File: config.mk
export PLATFORM = sky130hd
export DESIGN_NAME = pdn_sequencer
export DESIGN_NICKNAME = d
export VERILOG_FILES = /design/src/rtl/pdn_pkg.sv /design/src/rtl/pdn_timer.sv /design/src/rtl/pdn_sequencer.sv
export SDC_FILE = /design/constraint.sdc
export NUM_CORES = 1
export LEC_CHECK = 0
export BUFFER_PORTS_ARGS = -buffer_cell sky130_fd_sc_hd__buf_2
export CORE_ASPECT_RATIO = 0.8
export CORE_MARGIN = 2
export CORE_UTILIZATION = 40
export CTS_CLUSTER_DIAMETER = 200
export DETAILED_ROUTE_END_ITERATION = 10
export HOLD_SLACK_MARGIN = 0.1
export SLEW_MARGIN = 10
export SYNTH_ARGS = -nofsm -noshare
export SYNTH_HDL_FRONTEND = slang
export SYNTH_SLANG_ARGS = --single-unit
File: constraint.sdc
create_clock -name clk -period 5.76 [get_ports clk]
set_input_delay 0.288 -clock clk [delete_from_list [all_inputs] [get_ports clk]]
set_output_delay 0.288 -clock clk [all_outputs]
set_load 0.005 [all_outputs]
File: src/rtl/pdn_pkg.sv
package pdn_pkg;

  typedef enum logic [2:0] {
    PD_ACTIVE,
    PD_ENTER,
    PD_DOWN,
    PD_EXIT_HOLD,
    PD_EXIT_WAIT
  } pd_state_e;

  typedef enum logic [1:0] {
    FLAV_PRE,
    FLAV_ACT_FAST,
    FLAV_ACT_SLOW
  } pd_flavour_e;

  // Flavour chosen from the bank state at the moment of entry
  function automatic pd_flavour_e pick_flavour(logic any_open, logic fast);
    if (!any_open) return FLAV_PRE;
    return fast ? FLAV_ACT_FAST : FLAV_ACT_SLOW;
  endfunction

  // Exit latency in cycles for a flavour
  function automatic int exit_latency(pd_flavour_e f, int xp, int xard, int xards);
    case (f)
      FLAV_PRE:      return xp;
      FLAV_ACT_FAST: return xard;
      default:       return xards;
    endcase
  endfunction

  // Longest allowed run of low CKE cycles: strictly under nine refresh intervals
  function automatic int residency_cap(int refi);
    return 9 * refi - 1;
  endfunction

  function automatic int max2(int a, int b);
    return (a > b) ? a : b;
  endfunction

endpackage

File: src/rtl/pdn_timer.sv
module pdn_timer #(
  parameter int W = 8
) (
  input  logic         clk,
  input  logic         rst_n,
  input  logic         load,
  input  logic [W-1:0] load_val,
  input  logic         tick,
  output logic         done
);
  logic [W-1:0] cnt_q;

  always_ff @(posedge clk or negedge rst_n) begin
    if (!rst_n)                   cnt_q <= '0;
    else if (load)                cnt_q <= load_val;
    else if (tick && cnt_q != '0) cnt_q <= cnt_q - 1'b1;
  end

  assign done = (cnt_q == '0);
endmodule

File: src/rtl/pdn_sequencer.sv
module pdn_sequencer
  import pdn_pkg::*;
#(
  parameter int T_CKE   = 3,
  parameter int T_XP    = 4,
  parameter int T_XARD  = 2,
  parameter int T_XARDS = 6,
  parameter int T_REFI  = 8
) (
  input  logic clk,
  input  logic rst_n,
  input  logic sleep_req,
  input  logic wake_req,
  input  logic bank_open,
  input  logic fast_exit,
  input  logic sched_busy,
  output logic cke,
  output logic cmd_nop,
  output logic cmd_en,
  output logic refresh_wake
);
  localparam int RES_LIM = residency_cap(T_REFI);
  localparam int MAXV    = max2(max2(RES_LIM, T_CKE), max2(T_XP, max2(T_XARD, T_XARDS)));
  localparam int CW      = $clog2(MAXV + 1);

  pd_state_e   state_q, state_d;
  pd_flavour_e flav_q;
  logic        wake_pend_q, refresh_q;

  // Named internal events
  logic entry_fire, exit_fire, in_low, in_high;
  logic low_ok, res_hit, hold_done, lat_done, wake_seen;
  logic [CW-1:0] lat_load;

  assign in_low     = (state_q == PD_ENTER) || (state_q == PD_DOWN);
  assign in_high    = (state_q == PD_EXIT_HOLD) || (state_q == PD_EXIT_WAIT);
  assign entry_fire = (state_q == PD_ACTIVE) && sleep_req && !sched_busy;
  assign wake_seen  = wake_req || wake_pend_q;
  assign exit_fire  = (state_q == PD_DOWN) && ((wake_seen && low_ok) || res_hit);
  assign lat_load   = CW'(exit_latency(flav_q, T_XP, T_XARD, T_XARDS) - 1);

  // Minimum low width
  pdn_timer #(.W(CW)) u_low_tmr (
    .clk(clk), .rst_n(rst_n), .load(entry_fire),
    .load_val(CW'(T_CKE - 1)), .tick(in_low), .done(low_ok)
  );

  // Residency ceiling
  pdn_timer #(.W(CW)) u_res_tmr (
    .clk(clk), .rst_n(rst_n), .load(entry_fire),
    .load_val(CW'(RES_LIM - 1)), .tick(in_low), .done(res_hit)
  );

  // Minimum high width after exit begins
  pdn_timer #(.W(CW)) u_hold_tmr (
    .clk(clk), .rst_n(rst_n), .load(exit_fire),
    .load_val(CW'(T_CKE - 1)), .tick(in_high), .done(hold_done)
  );

  // Flavour-dependent exit latency
  pdn_timer #(.W(CW)) u_lat_tmr (
    .clk(clk), .rst_n(rst_n), .load(exit_fire),
    .load_val(lat_load), .tick(in_high), .done(lat_done)
  );

  always_comb begin
    state_d = state_q;
    case (state_q)
      PD_ACTIVE:    if (entry_fire) state_d = PD_ENTER;
      PD_ENTER:     state_d = PD_DOWN;
      PD_DOWN:      if (exit_fire) state_d = PD_EXIT_HOLD;
      PD_EXIT_HOLD: if (hold_done) state_d = lat_done ? PD_ACTIVE : PD_EXIT_WAIT;
      PD_EXIT_WAIT: if (lat_done) state_d = PD_ACTIVE;
      default:      state_d = PD_ACTIVE;
    endcase
  end

  always_ff @(posedge clk or negedge rst_n) begin
    if (!rst_n) begin
      state_q     <= PD_ACTIVE;
      flav_q      <= FLAV_PRE;
      wake_pend_q <= 1'b0;
      refresh_q   <= 1'b0;
    end else begin
      state_q   <= state_d;
      refresh_q <= exit_fire && res_hit;
      if (entry_fire) flav_q <= pick_flavour(bank_open, fast_exit);
      if (exit_fire || !in_low) wake_pend_q <= 1'b0;
      else if (wake_req)        wake_pend_q <= 1'b1;
    end
  end

  assign cke          = !in_low;
  assign cmd_en       = (state_q == PD_ACTIVE);
  assign cmd_nop      = (state_q == PD_ENTER) || in_high;
  assign refresh_wake = refresh_q;
endmodule

==> results.sh, run 1 <==
export IMPL_cts_tree="done"
export IMPL_critical_path_top_delay_family="simple AND/OR/NAND/NOR gates"
export IMPL_grt_use_total_pct=14.9
export IMPL_via_per_inst=5.36
export IMPL_cts_hold_buf=1
export IMPL_num_io_pins=11
export IMPL_hold_path_startpoint="bank_open"
export IMPL_slew_headroom_pct=48.6
export IMPL_cts_setup_buffers=0
export IMPL_synthMuxAreaShare_pct=7.11
export IMPL_clk_root_buffer_cell="clkbuf_8"
export IMPL_yosysSeqAreaShare_pct=43.3
export IMPL_gp_congestion=0.755
export IMPL_final_util_pct=44.5
export IMPL_cts_resized=0
export IMPL_grt_pass1_wl_um=6510
export IMPL_rsz0062_at_grt="false"
export IMPL_synth_compound_area_share_pct=15.4
export IMPL_fmax_mhz=449
export IMPL_synthDistinctLibCells=44
export IMPL_crit_buf_inv=0
export IMPL_drc=0
export IMPL_synth_edf_count=0
export IMPL_critical_path_endpoint_type="register"
export IMPL_synth_top_area_share_pct=43.3
export IMPL_hold_violations=0
export IMPL_drive_above_1_share_pct=12.6
export IMPL_first_pass_iters=4
export IMPL_insertion_delay_ns=0.28
export IMPL_clkSinkCount=35
export IMPL_synth_fp_nets=225
export IMPL_dp_hpwl_um=2820
export IMPL_drt_wirelength_per_cell_um=13.7
export IMPL_path_cells="or3_1 > or4_4 > a21oi_1 > o311ai_0"
export IMPL_tightest_slew_ns=0.770
export IMPL_die_area_sq_um=5650
export IMPL_grt_pass1_vias=1390
export IMPL_io_buffer_count=10
export IMPL_synth_adder_area_share_pct=4.95
export IMPL_fin_tns_setup_ns=0
export IMPL_syn_cell_area_sq_um=2020
export IMPL_post_route_min_period_ns=2.23
export IMPL_status="finished, final reports clean"
export IMPL_final_common_cell="dfrtp_1"
export IMPL_syn_avg_cell_area_sq_um=9.63
export IMPL_layout_common_cells="dfrtp_1, nor2_1, nand2_1"
export IMPL_start_util_pct=40.9
export IMPL_fin_nets=236
export IMPL_cp_required_ns=5.90
export IMPL_synth_main_ff_cell="dfrtp_1"
export IMPL_ir_drop_mv=0.191
export IMPL_design_power_total_w=0.00116
export IMPL_p_leak_nw=0.975
export IMPL_r2r_start="u_low_tmr.cnt_q[3]"
export IMPL_cts_htree_levels=2
export IMPL_die_y_um=67.6
export IMPL_clk_path_buf_depth=2
export IMPL_worstHoldPathType="input port to register"
export IMPL_path_max_fanout=7
export IMPL_drtIter0Drc=96
export IMPL_diodes=0
export IMPL_cp_start_kind="register"
export IMPL_overflow=0
export IMPL_syn_inst=210
export IMPL_critPathArrivalTime_ns=2.37
export IMPL_stdcell_area_sq_um=2200
export IMPL_ys_ff_latch=35
export IMPL_ys_async_sr_fraction_pct=100
export IMPL_placementRows=23
export IMPL_synth_xor_area_share_pct=3.46
export IMPL_dpl_cell_area_sq_um=2110
export IMPL_slowest_delay_ns=0.53
export IMPL_synth_area_leader_cell="dfrtp_1"
export IMPL_grt_start_max_net_pins=36
export IMPL_synth_simple_area_share_pct=21.8
export IMPL_crit_type="register to register"
export IMPL_fin_skew_ns=0.00774
export IMPL_path_clk_slew_ns=0.07
export IMPL_antenna_left=0
export IMPL_antenna_found_initial=0
export IMPL_drv_cap=0
export IMPL_vias=1521
export IMPL_min_period_over_period_pct=38.7
export IMPL_synth_top_family_by_area="simple AND/OR/NAND/NOR gates"
export IMPL_die_w_um=83.5
export IMPL_setup_viol=0
export IMPL_cp_slowest_cell="or4_4"
export IMPL_area_delta_synth_final_pct=8.91
export IMPL_core_sq_um=4950
export IMPL_power_density_nw_per_um2=528
export IMPL_yosys_top_cells_area="dfrtp_1, ha_1, nor2_1, nand2_1, mux2_4"
export IMPL_synth_warning_count=0
export IMPL_wl_um=3890
export IMPL_finalMaxSlewViolations=0
export IMPL_startpoint="u_low_tmr.cnt_q[3]"
export IMPL_numCtsBuffers=5
==> registers in the layout (all words and copies together) (netlist names) <==
signal,cells
state_q,3
u_lat_tmr.cnt_q,7
refresh_wake,1
u_low_tmr.cnt_q,7
wake_pend_q,1
u_res_tmr.cnt_q,7
u_hold_tmr.cnt_q,7
flav_q,2
==> worst paths after layout <==
check / end / slack, ns / depth (start not counted)
worst max-delay path: u_lat_tmr.cnt_q[1] / 3.53 / 4
max in group asynchronous: state_q[0] / 4.65 / 2
worst min register to register: u_low_tmr.cnt_q[5] / 0.47 / 1
worst min-delay path: flav_q[0] / 0.24 / 3
worst max register to register: u_lat_tmr.cnt_q[1] / 3.53 / 4
min in group asynchronous: u_low_tmr.cnt_q[2] / 0.61 / 2
==> logic make-up after synthesis <==
kind of cell,count (synthesis)
xor gates and xnor gates,8
buffers and inverters,18
muxes,12
adders and majority gates,8
AOI/OAI and AO/OA,45
DFF,35
and+or+nand+nor,84
==> where the power goes <==
part / switching [W] / internal (W)
registers: 0.000106 / 0.000355
logic: 0.000285 / 0.000245
clock network: 0.0000863 / 0.0000848
total: 0.000477 / 0.000685
==> stage by stage <==
stage | worst slack, ns | cells | hold WS (ns)
finish | 3.53 | 284 | 0.237
global route | 3.37 | 284 | 0.225
CTS | 3.50 | 284 | 0.224
detailed placement | 3.53 | 275 | 0.419
global placement | 3.53 | 275 | 0.420
floorplan | 3.68 | 210 | -0.00759
==> final cells by class <==
cell class              count  area, sq um
fillers                   470         2750
multi-input cells         157         1070
flip-flops and latches     35          876
well taps                  62         77.6
clock buffers               7         76.3
repair buffers             11         60.1
inverters                  11         41.3
clock inverters             1         5.00
==> worst reg2reg max path, delay by kind of cell, from the launching register on <==
kind	cells	cell delay [ns]
compound gates	2	0.69
flops	1	0.40
simple gates	2	1.00
==> Yosys cell counts, types with 5 or more instances <==
cell type	count
ha_1	8
or3_1	9
nor3_1	8
dfrtp_1	35
o211ai_1	6
a21oi_1	11
nand2b_1	5
xnor2_1	5
o21ai_0	8
nor2_1	20
mux2i_1	5
inv_1	11
nand2_1	17
==> metal layers <==
metal  track usage (%)  share of wire (%)  routed length (um)
met3              4.16                3.5                 135
met1              22.2                 55                2140
met2              20.9                 41                1590
met4              4.23               0.49                  19
met5                 0                  0                   0
Note: power is estimated with default switching activity, not from simulation.
==> run 2: changes to the inputs <==
==> constraint.sdc (replaced) <==
create_clock -name clk -period 2.1 [get_ports clk]
set_input_delay 0.105 -clock clk [delete_from_list [all_inputs] [get_ports clk]]
set_output_delay 0.105 -clock clk [all_outputs]
set_load 0.005 [all_outputs]
==> run 2 against run 1 <==
Net effect:
- non-clock buffer count is 16 higher
- worst hold slack worse by 0.12 ns
- global-route usage increased by 1.3 points
- worst setup slack lost 3.4 ns
- largest power group unchanged
- clock-buffer cell count is 1 higher
- first-iteration DRC count is 13% lower
==> results.sh, run 2 (synthesized netlist as in run 1, its figures left out) <==
export IMPL_gp_congestion=0.777
export IMPL_cp_slowest_cell="or4_1"
export IMPL_setup_viol=0
export IMPL_diodes=0
export IMPL_start_util_pct=40.9
export IMPL_multi_input_area_sq_um=1070
export IMPL_grt_pass1_wl_um=7130
export IMPL_overflow=0
export IMPL_min_to="flav_q[1]"
export IMPL_finalMaxSlewViolations=0
export IMPL_clkSinkCount=35
export IMPL_dp_hpwl_um=3090
export IMPL_hold_path_startpoint="fast_exit"
export IMPL_slew_headroom_pct=47.9
export IMPL_grt_pass1_vias=1507
export IMPL_critical_path_endpoint_type="register"
export IMPL_num_io_pins=11
export IMPL_min_path_cells=3
export IMPL_via_per_inst=5.31
export IMPL_fin_tns_setup_ns=0
export IMPL_cts_htree_levels=2
export IMPL_power_density_nw_per_um2=1450
export IMPL_grt_use_total_pct=16.1
export IMPL_dr_max_layer_used="met4"
export IMPL_regToRegSetupSlack_ns=0.1
export IMPL_wl_um=4190
export IMPL_slowest_delay_ns=0.55
export IMPL_drt_wirelength_per_cell_um=14.0
export IMPL_io_buffer_count=10
export IMPL_antenna_left=0
export IMPL_die_area_sq_um=5650
export IMPL_whs_ns=0.119
export IMPL_critical_path_top_delay_family="simple AND/OR/NAND/NOR gates"
export IMPL_antenna_found_initial=0
export IMPL_path_cells="or4_1 > or2_1 > buf_4 > a21oi_1 > buf_4 > a21oi_1"
export IMPL_numCtsBuffers=5
export IMPL_drc=0
export IMPL_ir_drop_mv=0.625
export IMPL_clk_root_buffer_cell="clkbuf_8"
export IMPL_final_common_cell="dfrtp_1"
export IMPL_min_period_over_period_pct=95.4
export IMPL_status="finished, final reports clean"
export IMPL_layout_common_cells="dfrtp_1, nor2_1, nand2_1"
export IMPL_clk_path_buf_depth=2
export IMPL_cp_start_kind="register"
export IMPL_fmax_mhz=499
export IMPL_fill_cells=494
export IMPL_seq_area_sq_um=876
export IMPL_rsz0062_at_grt="false"
export IMPL_drv_cap=0
export IMPL_met1_length_um=2230
export IMPL_fin_skew_ns=0.00615
export IMPL_wl_met2_um=1820
export IMPL_area_delta_synth_final_pct=16.4
export IMPL_path_max_fanout=6
export IMPL_post_route_min_period_ns=2.00
export IMPL_ff2ff_path_depth=6
export IMPL_wl_met3_um=128
export IMPL_drive_above_1_share_pct=18.5
export IMPL_placementRows=23
export IMPL_worstHoldPathType="input port to register"
export IMPL_tightest_slew_ns=0.782
export IMPL_grt_start_max_net_pins=36
export IMPL_fin_nets=252
export IMPL_cts_tree="done"
export IMPL_r2r_start="u_res_tmr.cnt_q[2]"
export IMPL_drtIter0Drc=84
export IMPL_first_pass_iters=4
export IMPL_path_clk_slew_ns=0.07
export IMPL_crit_type="register to register"
export IMPL_vias=1593
export IMPL_critPathArrivalTime_ns=2.16
export IMPL_insertion_delay_ns=0.28
export IMPL_cp_required_ns=2.26
export IMPL_r2r_end="u_hold_tmr.cnt_q[3]"
export IMPL_core_sq_um=4950
export IMPL_die_w_um=83.5
export IMPL_startpoint="u_res_tmr.cnt_q[2]"
export IMPL_p_leak_nw=1.06
export IMPL_path_depth=6
export IMPL_die_y_um=67.6
export IMPL_crit_buf_inv=2
export IMPL_hold_violations=0
[run 2: cell types whose count changed in the layout (fill, tap and decap cells not counted), sizes merged]
cell | previous run | this run
clkinv | 1 | 0
clkbuf | 7 | 8
buf | 10 | 24
dlygate4sd3 | 1 | 3
[run 2: area by class of cell]
type | instances | area share (%)
tap | 62 | 3.29
inverter | 11 | 1.75
timing repair buffer | 27 | 7.86
multi-input combinational | 157 | 45.6
sequential | 35 | 37.2
clock buffer | 8 | 4.25
[run 2: power breakdown]
group	total [W]	internal, W	leakage [nW]	switching (W)
Clock	0.000536	0.000299	0.0515	0.000236
Sequential	0.00126	0.000974	0.433	0.000287
Combinational	0.00162	0.000789	0.573	0.000827
[run 2: worst register-to-register path, stage by stage, from the launching register on]
cell and delay, ns:
dfrtp_1 0.42, or4_1 0.55, or2_1 0.29, buf_4 0.16
a21oi_1 0.22, buf_4 0.20, a21oi_1 0.05
[run 2: worst max path at each step]
| stage | slack (ns) | to |
|---|---|---|
| finish | 0.1 | u_hold_tmr.cnt_q[3] |
| global route | 0.01 | flav_q[0] |
| CTS | 0.04 | u_lat_tmr.cnt_q[4] |
| detailed placement | 0.05 | u_lat_tmr.cnt_q[3] |
| global placement | 0.07 | u_lat_tmr.cnt_q[6] |
| floorplan | 0.02 | u_lat_tmr.cnt_q[3] |
[run 2: what timing repair did]
action	in CTS	in global routing
hold endpoints to repair	36	0
hold buffers	3	0
gates resized for setup	0	2
buffers inserted	0	0
setup endpoints to repair	0	4
[run 2: layer usage]
| layer | up-vias | track usage, % |
|---|---|---|
| met5 | - | 0 |
| met4 | 0 | 4.23 |
| met3 | 2 | 4.03 |
| met2 | 22 | 24.7 |
| met1 | 754 | 23.0 |
| li1 | 815 | - |
[run 2: through the flow]
step | worst slack (ns) | std cells | instance area, sq um | utilization (%) | power (W)
6_report | 0.0973 | 300 | 2350 | 47.6 | 0.00341
5_1_grt | 0.0115 | 300 | 2350 | 47.6 | 0.00374
4_1_cts | 0.0364 | 300 | 2350 | 47.4 | 0.00344
3_5_place_dp | 0.0533 | 289 | 2220 | 44.8 | 0.00289
3_3_place_gp | 0.0690 | 289 | 2220 | 44.8 | 0.00285
2_1_floorplan | 0.0183 | 210 | 2020 | - | 0.00242
